**src/rtl/osk_pkg.sv**
```systemverilog
package osk_pkg;
    parameter int AMP_W = 14;
    parameter int IVL_W = 16;
endpackage

```
**src/rtl/osk_tick.sv**
```systemverilog
module osk_tick #(
    parameter int IVL_W = 16
) (
    input  logic             clk,
    input  logic             rst_n,
    input  logic             run_i,
    input  logic [IVL_W-1:0] ivl_i,
    output logic             tick_o
);
    typedef struct packed {
        logic [IVL_W-1:0] cnt;
    } tick_st_t;

    tick_st_t         st_d, st_q;
    logic [IVL_W-1:0] ivl_eff;

    always_comb begin
        st_d    = st_q;
        ivl_eff = (ivl_i == '0) ? IVL_W'(1) : ivl_i;
        tick_o  = run_i && (st_q.cnt >= ivl_eff - IVL_W'(1));
        if (!run_i) begin
            st_d.cnt = '0;
        end else if (tick_o) begin
            st_d.cnt = '0;
        end else begin
            st_d.cnt = st_q.cnt + IVL_W'(1);
        end
    end

    always_ff @(posedge clk or negedge rst_n) begin
        if (!rst_n) st_q <= '0;
        else        st_q <= st_d;
    end
endmodule

```
**src/rtl/osk_ramp.sv**
```systemverilog
module osk_ramp #(
    parameter int AMP_W = 14
) (
    input  logic             clk,
    input  logic             rst_n,
    input  logic             en_i,
    input  logic             auto_i,
    input  logic             key_i,
    input  logic             tick_i,
    input  logic [AMP_W-1:0] scale_i,
    input  logic [AMP_W-1:0] step_i,
    output logic [AMP_W-1:0] ramp_o
);
    typedef struct packed {
        logic [AMP_W-1:0] ramp;
    } ramp_st_t;

    ramp_st_t         st_d, st_q;
    logic [AMP_W-1:0] headroom;

    always_comb begin
        st_d     = st_q;
        headroom = '0;
        if (!en_i) begin
            st_d.ramp = '0;
        end else if (!auto_i) begin
            st_d.ramp = key_i ? scale_i : '0;
        end else if (tick_i) begin
            if (key_i) begin
                if (st_q.ramp >= scale_i) begin
                    st_d.ramp = scale_i;
                end else begin
                    headroom  = scale_i - st_q.ramp;
                    st_d.ramp = st_q.ramp + ((step_i > headroom) ? headroom : step_i);
                end
            end else begin
                st_d.ramp = (st_q.ramp > step_i) ? (st_q.ramp - step_i) : '0;
            end
        end
    end

    always_ff @(posedge clk or negedge rst_n) begin
        if (!rst_n) st_q <= '0;
        else        st_q <= st_d;
    end

    assign ramp_o = st_q.ramp;
endmodule

```
**src/rtl/osk_mux.sv**
```systemverilog
module osk_mux #(
    parameter int AMP_W = 14
) (
    input  logic             en_i,
    input  logic [AMP_W-1:0] ramp_i,
    input  logic [AMP_W-1:0] ext_i,
    output logic [AMP_W-1:0] amp_o
);
    always_comb begin
        amp_o = en_i ? ramp_i : ext_i;
    end
endmodule

```
**src/rtl/osk_ctrl.sv**
```systemverilog
module osk_ctrl #(
    parameter int AMP_W = osk_pkg::AMP_W,
    parameter int IVL_W = osk_pkg::IVL_W
) (
    input  logic             clk,
    input  logic             rst_n,
    input  logic             osk_en_i,
    input  logic             auto_mode_i,
    input  logic             key_i,
    input  logic [AMP_W-1:0] scale_i,
    input  logic [AMP_W-1:0] step_i,
    input  logic [IVL_W-1:0] ivl_i,
    input  logic [AMP_W-1:0] amp_ext_i,
    output logic [AMP_W-1:0] amp_o
);
    logic             tick;
    logic             run_auto;
    logic [AMP_W-1:0] ramp;

    assign run_auto = osk_en_i && auto_mode_i;

    osk_tick #(.IVL_W(IVL_W)) tick_i (
        .clk    (clk),
        .rst_n  (rst_n),
        .run_i  (run_auto),
        .ivl_i  (ivl_i),
        .tick_o (tick)
    );

    osk_ramp #(.AMP_W(AMP_W)) ramp_i (
        .clk     (clk),
        .rst_n   (rst_n),
        .en_i    (osk_en_i),
        .auto_i  (auto_mode_i),
        .key_i   (key_i),
        .tick_i  (tick),
        .scale_i (scale_i),
        .step_i  (step_i),
        .ramp_o  (ramp)
    );

    osk_mux #(.AMP_W(AMP_W)) mux_i (
        .en_i   (osk_en_i),
        .ramp_i (ramp),
        .ext_i  (amp_ext_i),
        .amp_o  (amp_o)
    );
endmodule

```
**config.mk**
```make
export PLATFORM = sky130hd
export DESIGN_NAME = osk_ctrl
export DESIGN_NICKNAME = d
export VERILOG_FILES = /design/src/rtl/osk_pkg.sv /design/src/rtl/osk_tick.sv /design/src/rtl/osk_ramp.sv /design/src/rtl/osk_mux.sv /design/src/rtl/osk_ctrl.sv
export SDC_FILE = /design/constraint.sdc
export NUM_CORES = 1
export LEC_CHECK = 0
export BUFFER_PORTS_ARGS = -buffer_cell sky130_fd_sc_hd__buf_2
export CAP_MARGIN = 20
export CORE_MARGIN = 10
export CORE_UTILIZATION = 55
export CTS_CLUSTER_DIAMETER = 120
export CTS_CLUSTER_SIZE = 14
export DETAILED_ROUTE_END_ITERATION = 10
export GPL_ROUTABILITY_DRIVEN = 0
export PLACE_DENSITY_LB_ADDON = 0.12
export SLEW_MARGIN = 20
export SYNTH_ARGS = -nofsm -noshare
export SYNTH_HDL_FRONTEND = slang
export SYNTH_SLANG_ARGS = --single-unit
```
**constraint.sdc**
```tcl
create_clock -name clk -period 10.15 [get_ports clk]
set_clock_uncertainty 0.1 [all_clocks]
set_input_delay 2.03 -clock clk [delete_from_list [all_inputs] [get_ports clk]]
set_output_delay 2.03 -clock clk [all_outputs]
set_load 0.01 [all_outputs]
```
==> flow_summary.yaml <==
run_status:
  outcome: "finished clean"
cells_and_area:
  layout-drive-gt1-share_pct: 17.4
  nets: 815
  n_antenna_cell: 0
  area_growth_pct: 11.4
  layout_common_cells: "ha_1, buf_2, a21oi_1"
sta:
  setup_tns_ps: 0
  slew_headroom_pct: 52.3
  tightest_slew_ps: 715
  setup_viol: 0
  slew_violations: 0
  period_share_pct: 71.1
  rsz0062_at_grt: "no"
  timing.fmax_mhz: 139
  post-route-min-period_ps: 7210
  hold_viol_final: 0
yosys:
  yosysSeqAreaShare_pct: 15.6
  ys_types: 66
  yosys.area_share.simple_pct: 19.5
  synthTopCellsByArea: "ha_1, dfrtp_1, a21oi_1"
  synthMuxAreaShare_pct: 7.08
  synth_top_area_cell: "ha_1"
  synth_fp_nets: 744
  netlist_instances: 602
  synth_edf_count: 0
  synthAdderAreaFrac_pct: 20.9
  synth.avg_cell_area_um2: 8.02
  synth_top_family_by_area: "compound AO/OA/AOI/OAI gates"
  synth_compound_area_share_pct: 21.4
  synth_seq_cells: 30
  netlist_area_mm2: 0.00483
  synth.yosys.warnings: 0
  synth_top_area_share_pct: 19.7
  ys.flop_type: "dfrtp_1"
  synthArstFlopShare_pct: 100
  synth-xor-area-share_pct: 10.3
clock_network:
  h-tree-depth: 2
  numCtsBuffers: 5
  cts_tree: "yes"
  clock-root-buffer: "clkbuf_8"
  cts_resized: 0
  clkSlewWorstSetupHoldPaths_ps: 70
  hold_buffers: 0
  clk_path_buf_depth: 2
  insertion_delay_ps: 280
  clock_sinks: 30
  cts_setup_buffers: 0
detailed_routing:
  drt_iter0_drc: 368
  wl_met2_mm: 6.20
  wirelength_met1_mm: 5.99
  vias_per_cell: 6.07
  top_layer_used: "met4"
  ant_nets: 0
  wl_met3_mm: 1.14
  firstDrtPassIters: 5
  drc: 0
  detail_route.wl_per_cell_um: 17.4
  routed_wl_mm: 13.6
  vias: 4738
global_route:
  grt_pass1_wl_mm: 22.2
  antenna_found_initial: 0
  grt_usage_pct: 20.5
  grt_pass1_vias: 4721
  grt_max_degree: 33
  overflow: 0
floorplan:
  die_h_um: 114
  ios: 77
  core-area_mm2: 0.00864
  dieArea_mm2: 0.0129
  fp.dieW_um: 114
  initial_core_util_pct: 55.9
  rows: 34
min_path:
  hold_path.class: "register to register"
flow_run:
  max_cap_violations: 0
worst_setup_path:
  crit_type: "input pin to register"
  cp_cell_sequence: "buf_2 -> ha_1 -> a21oi_1 -> o21ai_1 -> mux2_2 -> a311oi_1 -> nand2_1 -> ha_1 -> nand4_1 -> nor4_1 -> nor2_1 -> buf_4 -> nand2_1 -> o21ai_0 -> ha_1 -> fa_1 -> nand3_1 -> a21oi_1 -> nor3_1 -> o41ai_1 -> a21oi_1 -> xnor2_1 -> a22o_1 -> a221o_1"
  cpPeakStageDelay_ps: 570
  arrival_ps: 7280
  end_kind: "register"
  crit_fanout: 16
  cp.required_ps: 10220
  start_kind: "input pin"
  cp_slowest_cell: "nor4_1"
power_and_ir_drop:
  ir_worst_vdd_v: 0.0000737
  total_power_mw: 0.773
  power_leakage_nw: 2.66
  power_density_mw_per_mm2: 144
place:
  port_buffers: 76
  hpwl_mm: 11.3
## per-layer routing
| layer | global-route usage (%) | vias up |
|---|---|---|
| met2 | 33.4 | 191 |
| met4 | 5.50 | 0 |
| met5 | 0 | - |
| met1 | 26.6 | 2181 |
| li1 | - | 2344 |
| met3 | 4.46 | 22 |
## cell usage after synthesis, types with 4 or more instances
library cell  count
ha_1             76
nor2_1           54
a22oi_1           4
mux2_2           17
nor2b_1           6
dfrtp_1          30
xor2_1           25
a211oi_1          4
inv_1            49
nand2_1          36
nand2b_1          8
or3_1             4
a21oi_1          57
o21a_1            4
nand4_1          12
nor4_1           11
nand3_1          20
nor3_1           14
o21ai_0          16
and4_1            4
mux2i_1          15
clkbuf_1         11
o21ai_1           5
a21o_1           15
xnor2_1          32
and3_1            8
## cells by family (layout without fill, tap and decap cells)
family                   Yosys count  in the layout
XOR/XNOR                          57             57
adder cells (fa/ha/maj)           79             79
multiplexers                      32             32
buffers and inverters             63            134
flip-flops                        30             30
AO/OA/AOI/OAI                    152            152
AND/OR/NAND/NOR                  189            189
## area by class of cell
cell class                      count  area [um^2]
Tap cell                          108          135
Timing Repair Buffer               78          395
Clock inverter                      2         10.0
Inverter                           49          184
Sequential cell                    30          751
Clock buffer                        5         68.8
Multi-Input combinational cell    509         3830
Fill cell                         812         3260
## registers in the layout, indices dropped and copies added (netlist names)
| signal | flops |
|---|---|
| ramp_i.ramp_o | 14 |
| tick_i.st_q | 16 |
## power breakdown
part / leakage, nW / total, mW / switching, mW / internal [mW]
combinational: 2.21 / 0.536 / 0.301 / 0.235
clock: 0.0438 / 0.0930 / 0.0471 / 0.0460
sequential: 0.410 / 0.144 / 0.0168 / 0.127
## stage by stage
step	utilization, %	instances	hold slack (ps)	setup slack, ps	instance area (um^2)
after floorplan	-	602	376	3000	4830
after global placement	61.3	774	412	2900	5300
after detailed placement	61.3	774	424	2710	5300
after CTS	62.2	781	433	3010	5380
after global routing	62.2	781	484	2610	5380
final	62.2	781	432	2940	5380
## critical path, delay by kind of cell
kind	cells	cell delay (ps)
adders and majority gates	4	1360
AOI/OAI and AO/OA	9	1640
xor gates and xnor gates	1	80
buffers and inverters	2	340
muxes	1	370
and+or+nand+nor	7	1460
## final timing paths
kind / start / end / slack [ps] / cells after the start
setup reg to reg: ramp_i.ramp_o[5] / ramp_i.ramp_o[12] / 4230 / 24
min in group asynchronous: rst_n / ramp_i.ramp_o[2] / 1700 / 1
setup / recovery: scale_i[10] / ramp_i.ramp_o[12] / 2940 / 24
max in group asynchronous: rst_n / tick_i.st_q[0] / 7790 / 1
hold / removal: tick_i.st_q[0] / tick_i.st_q[0] / 430 / 1
hold reg to reg: tick_i.st_q[0] / tick_i.st_q[0] / 430 / 1
No activity file was read; power rests on OpenSTA's default activity.
